[src/rtl/sysctl_pkg.sv]
package sysctl_pkg;

   localparam int ADDR_W = 12;

   localparam logic [ADDR_W-1:0] OFS_LAMP    = 12'h000;
   localparam logic [ADDR_W-1:0] OFS_KEYS    = 12'h008;
   localparam logic [ADDR_W-1:0] OFS_SEC     = 12'h010;
   localparam logic [ADDR_W-1:0] OFS_CENTI   = 12'h014;
   localparam logic [ADDR_W-1:0] OFS_PSCNT   = 12'h018;
   localparam logic [ADDR_W-1:0] OFS_PSLOAD  = 12'h01C;
   localparam logic [ADDR_W-1:0] OFS_PSCUR   = 12'h020;
   localparam logic [ADDR_W-1:0] OFS_SCRATCH = 12'h04C;

   localparam int NUM_TB = 2;

   typedef enum logic [1:0] {
      PS_COUNT = 2'd0,
      PS_LOAD  = 2'd1,
      PS_CUR   = 2'd2
   } ps_sel_e;

   typedef struct packed {
      logic lamp;
      logic keys;
      logic sec;
      logic centi;
      logic side;
      logic scratch;
   } hit_t;

endpackage

[src/rtl/sysctl_decode.sv]
module sysctl_decode
   import sysctl_pkg::*;
(
   input  logic [ADDR_W-1:0] addr,
   output hit_t              hit,
   output ps_sel_e           sel
);

   logic aligned;

   assign aligned = (addr[1:0] == 2'b00);

   always_comb begin
      hit         = '0;
      sel         = PS_COUNT;
      if (aligned) begin
         hit.lamp    = (addr == OFS_LAMP);
         hit.keys    = (addr == OFS_KEYS);
         hit.sec     = (addr == OFS_SEC);
         hit.centi   = (addr == OFS_CENTI);
         hit.scratch = (addr == OFS_SCRATCH);
         if (addr == OFS_PSCNT) begin
            hit.side = 1'b1;
            sel      = PS_COUNT;
         end else if (addr == OFS_PSLOAD) begin
            hit.side = 1'b1;
            sel      = PS_LOAD;
         end else if (addr == OFS_PSCUR) begin
            hit.side = 1'b1;
            sel      = PS_CUR;
         end
      end
   end

endmodule

[src/rtl/sysctl_divider.sv]
module sysctl_divider #(
   parameter int unsigned DIV = 10
) (
   input  logic clk,
   input  logic rst_n,
   input  logic clr,
   output logic tick
);

   localparam int CW = (DIV > 1) ? $clog2(DIV) : 1;
   localparam logic [CW-1:0] LAST = CW'(DIV - 1);

   if (DIV < 2) begin : g_bad_div
      $error("sysctl_divider: DIV must be at least 2");
   end

   logic [CW-1:0] cnt_q;

   assign tick = (cnt_q == LAST);

   always_ff @(posedge clk) begin
      if (!rst_n || clr || tick) cnt_q <= '0;
      else                       cnt_q <= cnt_q + 1'b1;
   end

endmodule

[src/rtl/sysctl_timebase.sv]
module sysctl_timebase #(
   parameter int DATA_W = 32,
   parameter int unsigned DIV = 10
) (
   input  logic              clk,
   input  logic              rst_n,
   input  logic              load,
   input  logic [DATA_W-1:0] load_val,
   output logic [DATA_W-1:0] value
);

   logic tick;

   sysctl_divider #(.DIV(DIV)) u_div (
      .clk   (clk),
      .rst_n (rst_n),
      .clr   (load),
      .tick  (tick)
   );

   always_ff @(posedge clk) begin
      if (!rst_n)    value <= '0;
      else if (load) value <= load_val;
      else if (tick) value <= value + 1'b1;
   end

endmodule

[src/rtl/sysctl_regs.sv]
module sysctl_regs
   import sysctl_pkg::*;
#(
   parameter int DATA_W = 32,
   parameter int unsigned REF_HZ = 50_000_000,
   parameter int unsigned SLOW_HZ = 1,
   parameter int unsigned FAST_HZ = 100
) (
   input  logic              clk,
   input  logic              rst_n,
   input  logic [11:0]       bus_addr,
   input  logic              bus_we,
   input  logic [DATA_W-1:0] bus_wdata,
   input  logic              bus_re,
   output logic [DATA_W-1:0] bus_rdata,
   output logic [1:0]        led_o,
   output logic              ps_wr_en,
   output logic              ps_rd_en,
   output logic [1:0]        ps_sel,
   output logic [DATA_W-1:0] ps_wdata,
   input  logic [DATA_W-1:0] ps_rdata
);

   if (DATA_W < 2) begin : g_bad_width
      $error("sysctl_regs: DATA_W must be at least 2");
   end
   if (REF_HZ % SLOW_HZ != 0 || REF_HZ % FAST_HZ != 0) begin : g_bad_ref
      $error("sysctl_regs: REF_HZ must be a multiple of both tick rates");
   end

   hit_t              hit;
   ps_sel_e           sel;
   logic [1:0]        led_q;
   logic [DATA_W-1:0] misc_q;
   logic [DATA_W-1:0] rd_mux;
   logic [NUM_TB-1:0] tb_load;
   logic [DATA_W-1:0] tb_val [NUM_TB];

   sysctl_decode u_dec (
      .addr (bus_addr),
      .hit  (hit),
      .sel  (sel)
   );

   assign tb_load[0] = bus_we && hit.sec;
   assign tb_load[1] = bus_we && hit.centi;

   for (genvar g = 0; g < NUM_TB; g++) begin : g_tb
      localparam int unsigned RATE = (g == 0) ? SLOW_HZ : FAST_HZ;
      sysctl_timebase #(.DATA_W(DATA_W), .DIV(REF_HZ / RATE)) u_tb (
         .clk      (clk),
         .rst_n    (rst_n),
         .load     (tb_load[g]),
         .load_val (bus_wdata),
         .value    (tb_val[g])
      );
   end

   always_ff @(posedge clk) begin
      if (!rst_n) begin
         led_q  <= '0;
         misc_q <= '0;
      end else if (bus_we) begin
         if (hit.lamp)    led_q  <= bus_wdata[1:0];
         if (hit.scratch) misc_q <= bus_wdata;
      end
   end

   assign led_o    = led_q;
   assign ps_wr_en = bus_we && hit.side;
   assign ps_rd_en = bus_re && hit.side;
   assign ps_sel   = sel;
   assign ps_wdata = bus_wdata;

   always_comb begin
      rd_mux = '0;
      if (hit.lamp)         rd_mux[1:0] = led_q;
      else if (hit.keys)    rd_mux      = '0;
      else if (hit.sec)     rd_mux      = tb_val[0];
      else if (hit.centi)   rd_mux      = tb_val[1];
      else if (hit.side)    rd_mux      = ps_rdata;
      else if (hit.scratch) rd_mux      = misc_q;
   end

   always_ff @(posedge clk) begin
      if (!rst_n)      bus_rdata <= '0;
      else if (bus_re) bus_rdata <= rd_mux;
   end

endmodule

[config.mk]
export PLATFORM = sky130hd
export DESIGN_NAME = sysctl_regs
export DESIGN_NICKNAME = d
export VERILOG_FILES = /design/src/rtl/sysctl_pkg.sv /design/src/rtl/sysctl_decode.sv /design/src/rtl/sysctl_divider.sv /design/src/rtl/sysctl_timebase.sv /design/src/rtl/sysctl_regs.sv
export SDC_FILE = /design/constraint.sdc
export NUM_CORES = 1
export LEC_CHECK = 0
export CAP_MARGIN = 20
export CORE_MARGIN = 2
export CORE_UTILIZATION = 40
export DETAILED_ROUTE_END_ITERATION = 7
export DONT_BUFFER_PORTS = 1
export PLACE_DENSITY = 0.52
export REMOVE_ABC_BUFFERS = 1
export SYNTH_ARGS = -nofsm -noshare
export SYNTH_HDL_FRONTEND = slang
export SYNTH_SLANG_ARGS = --single-unit
[constraint.sdc]
create_clock -name clk -period 2.8 [get_ports clk]
set_input_delay 0.28 -clock clk [delete_from_list [all_inputs] [get_ports clk]]
set_output_delay 0.28 -clock clk [all_outputs]
set_load 0.02 [all_outputs]
=== Word level (Yosys, flattened, before mapping) ===
Index checks and enable logic that the tools add are counted.
Widths: inputs -> output; s select.

* Add/subtract/negate cells: 4
* Equality and inequality tests: 9
* Muxes and demuxes: 19
* Reductions and logical operators: 15

{| class="wikitable"
|+ Operator list
! cell !! count
|-
| $mux 32 || 9
|-
| $add 32x1->32 const B || 2
|-
| $eq 12x5->1 const B || 4
|-
| $mux 30 || 1
|-
| $add 26x1->26 const B || 1
|-
| $eq 26x26->1 const B || 1
|-
| $add 19x1->19 const B || 1
|-
| $eq 19x19->1 const B || 1
|-
| $eq 12x4->1 const B || 1
|-
| $eq 12x6->1 const B || 1
|-
| $eq 12x7->1 const B || 1
|-
| $logic_not 12->1 || 1
|-
| $mux 2 || 5
|-
| $mux 6 || 1
|-
| $logic_and 1x1->1 || 4
|-
| $logic_or 1x1->1 || 4
|-
| $reduce_and 2->1 || 2
|-
| $reduce_bool 2->1 || 2
|-
| $mux 1 || 3
|-
| $logic_not 2->1 || 1
|-
| $logic_not 1->1 || 1
|}

* Flip-flop bits (word level): 175
* Bits of input ports: 80
* Word-level logic and storage cells: 54

=== Longest topological paths before layout ===
* Depth in word-level cells: 11
* Depth in mapped cells: 9

=== Cells and area by module ===
From an unflattened synthesis, not the netlist that was laid out.

* Cell total of the unflattened synthesis: 1200
* Area total of the unflattened synthesis: 9695.5 um2

{| class="wikitable"
|+ By module, submodules not included
! module !! instances !! cells an instance !! area each (um2)
|-
| sysctl_timebase || 2 || 236 || 1860.5
|-
| sysctl_regs || 1 || 449 || 3678.5
|-
| sysctl_divider (g_tb[0].u_tb.u_div) || 1 || 155 || 1291.2
|-
| sysctl_divider (g_tb[1].u_tb.u_div) || 1 || 100 || 879.6
|-
| sysctl_decode || 1 || 24 || 125.1
|}

=== Least setup slack after synthesis ===
No wires, ideal clock.

* Path kind: reg2reg
* Start point: reg g_tb[1].u_tb.u_div.cnt_q[11]
* End point: reg g_tb[1].u_tb.value[22]
* Library setup time: 133 ps
* Arrival time: 2215 ps
* Data required time: 2667 ps
* Setup slack: 453 ps
* Cell stages (with the launch flop): 9
* Buffers on the path: 2
* Clock period less this slack: 2347 ps
* Cell sequence: dfxtp_1 or4_1 or3_1 buf_6 or4b_4 buf_6 nor3_2 xnor2_1 a21oi_1

* Word-level cells in the longest chain between the ends: 2

{| class="wikitable"
|+ RTL lines
! what !! line !! source
|-
| start: declaration || sysctl_divider.sv:17 || <nowiki>logic [CW-1:0] cnt_q;</nowiki>
|-
| start signal: assignment || sysctl_divider.sv:23 || <nowiki>else cnt_q <= cnt_q + 1'b1;</nowiki>
|-
| $eq 19x19->1 || sysctl_divider.sv:19 || <nowiki>assign tick = (cnt_q == LAST);</nowiki>
|-
| $reduce_bool 2->1 (no line) || -- ||
|-
| end signal: assignment || sysctl_timebase.sv:23 || <nowiki>else if (load) value <= load_val;</nowiki>
|-
| end signal: assignment || sysctl_timebase.sv:24 || <nowiki>else if (tick) value <= value + 1'b1;</nowiki>
|-
| end: declaration || sysctl_timebase.sv:9 || <nowiki>output logic [DATA_W-1:0] value</nowiki>
|}

Every way passes these cells.
A chain may end at the register's enable or synchronous reset.

=== Worst setup path after layout ===
* Start point: reg g_tb[1].u_tb.u_div.cnt_q[11]
* End point: reg g_tb[1].u_tb.value[27]

The elaborated chain is that of the path after synthesis.

==> impl_metrics.toml <==
[die]
die_w_um = 149.7
core-area_um2 = 20960
die_y_um = 149.7
start_util_pct = 40.51
dieArea_um2 = 22400
rows = 53
ios = 150

[sta]
worst_pin_slew_ps = 668.6
fin_crit_ps = 2483
relSlewSlack_pct = 55.30
timing.final.hold_violations = 0
fmax_mhz = 402.7
setup_viol = 0
finClkSkew_ps = 11.08
drv_slew = 0
post-route-period-util_pct = 88.69
finalWorstSetupSlack_ps = 316.6
rsz0062_at_grt = "false"

[power_and_ir_drop]
ir_drop_v = 0.0002920
p_leak_nw = 3.033
p_per_area_nw_per_um2 = 534.5

[critical_path]
critical-path-slowest-cell = "or3_1"
crit_chain = "or4_1, or3_1, or3_1, nor3_1, xnor2_1, o21ai_0"
crit_top_cell = "or3_1"
max_stage_delay_ps = 550
required_ps = 3120
critPathCaptureType = "flip-flop"
crit_type = "reg -> reg"
critPathTopFamily = "simple AND/OR/NAND/NOR gates"
crit_buf_inv = 0
cp-start-kind = "flip-flop"
worstPathArrival_ps = 2800
path_max_fanout = 10

[global_routing]
antenna_found_initial = 0
grt_pass1_wl_um = 41650
grt_overflow = 0
grt_pass1_vias = 7123
gr-usage-all-layers_pct = 24.31
grt_max_degree = 44

[finish]
drive_above_1_share_pct = 7.471
antenna_cells = 0
final_area_um2 = 9617
nets = 1117
num-fill-cells = 2137
area_growth_pct = 13.30

[drt]
dr.pass1.iters = 7
wl_per_cell_um = 20.50
ant_nets = 0
drtIter0Drc = 645
route.vias.total = 7501
drt-total-wl_um = 27040
viasPerCell = 5.687
drc = 0

[logic_synthesis]
ys_seq_area_share_pct = 41.27
synth.top_cell.area_share_pct = 41.27
synthCells = 1038
ys_ff_latch = 175
netlist_top_cells_area = "dfxtp_1, xnor2_1, o21ai_0, a21oi_1, nor2_1"
synth_area_um2 = 8488
synthFlopType = "dfxtp_1"
synth.most_common_cell = "dfxtp_1"
synth_edf_count = 0
ys_warn_count = 0
async_reset_ff_share_pct = 0
ys_types = 41
synth_top_area_cell = "dfxtp_1"
avgSynthCellArea_um2 = 8.177
synth_top_cells_by_count = "dfxtp_1, nor2_1, nand2_1"

[clock_network]
numCtsBuffers = 17
cts.reportedPaths.clkPinSlew_ps = 70
clock-sinks = 175
htree_levels = 4
cts_max_path_buffers = 2
cts-root-buf = "clkbuf_16"
cts_tree = "yes"
clk_latency_ps = 440
cts_setup_buffers = 0

[placed_design]
port_buffers = 0
gp_congestion = 0.7820
pre_cts_slack_ps = 327.0
hpwl_um = 17770
placed_area_um2 = 8662

[hold_path]
hp-class = "in -> reg"

[status]
status = "complete, no violations"

[job]
cap_violations = 0
[kinds of logic (layout without fill, tap and decap cells)]
group           Yosys count  after routing  share of synthesized area (%)
simple gates            394            394                          22.73
mux                       4              4                         0.4717
fa+ha+maj                 4              4                         0.5896
compound gates          252            252                          18.01
buf+inv                 106            112                          6.294
xor+xnor                103            103                          10.63
flops                   175            175                          41.27
[through the flow]
| step | hold WS, ps | instances | util (%) | power [mW] | TNS, ps |
|---|---|---|---|---|---|
| 6_report | 1.103 | 1319 | 45.89 | 5.140 | 0 |
| 5_1_grt | 9.001 | 1319 | 45.89 | 5.294 | 0 |
| 4_1_cts | 0.9846 | 1319 | 45.89 | 5.171 | 0 |
| 3_5_place_dp | 421.8 | 1254 | 41.34 | 2.670 | 0 |
| 3_3_place_gp | 417.4 | 1254 | 41.34 | 2.670 | 0 |
| 2_1_floorplan | 410.3 | 945 | - | 2.626 | -46090 |
[final timing paths]
| kind | from | to | slack, ps | depth (start not counted) |
|---|---|---|---|---|
| max | g_tb[1].u_tb.u_div.cnt_q[11] | g_tb[1].u_tb.value[27] | 320 | 6 |
| min | rst_n | g_tb[1].u_tb.value[11] | 1 | 2 |
| max reg2reg | g_tb[1].u_tb.u_div.cnt_q[11] | g_tb[1].u_tb.value[27] | 320 | 6 |
| min reg2reg | g_tb[1].u_tb.u_div.cnt_q[0] | g_tb[1].u_tb.u_div.cnt_q[0] | 450 | 1 |
[layout by cell type, fill, tap and decap left out, types with 3 or more instances in the layout]
master,n
nor2b_1,6
nor3_1,14
ha_1,4
a22oi_1,28
nand3_1,53
o31ai_1,4
dfxtp_1,175
buf_4,32
mux2i_1,4
buf_12,3
or3_1,5
nor4_2,4
xor2_1,36
o21ai_0,89
nand4_1,26
and4_1,16
a222oi_1,30
dlygate4sd3_1,34
nor4_1,7
clkbuf_16,17
and2_1,5
nor2_1,109
inv_1,12
clkinv_2,3
a21oi_1,87
nand2_1,109
a211oi_1,9
xnor2_1,67
bufinv_16,3
and3_1,25
[power by group]
part,leakage (nW),switching (mW),internal (mW)
registers,1.41,0.00988,2.50
logic,1.33,0.0927,0.0679
clock network,0.288,1.03,1.44
total,3.03,1.13,4.01
[layout make-up]
class / instances / area (µm²) / area share [%]
multi-input combinational: 757 / 4486 / 46.64
sequential: 175 / 3503 / 36.43
timing repair buffer: 69 / 640.6 / 6.661
clock buffer: 20 / 456.7 / 4.749
tap: 275 / 344.1 / 3.578
clock inverter: 10 / 137.6 / 1.431
inverter: 13 / 48.80 / 0.5074
[registers in the layout (all words and copies together) (netlist names)]
name,flops
led_o,2
g_tb.u_tb.value,64
g_tb.u_tb.u_div.cnt_q,45
misc_q,32
bus_rdata,32
[layer usage]
| metal | global-route usage [%] | routed length, µm |
|---|---|---|
| met1 | 32.28 | 12080 |
| met2 | 39.91 | 12400 |
| met3 | 5.396 | 2130 |
| met4 | 6.604 | 431 |
| met5 | 0 | 0 |
[what timing repair did]
action	CTS	global route
hold endpoints to repair	76	0
hold buffers	35	0
gates resized for setup	0	0
Power figures use the tool's default switching activity.
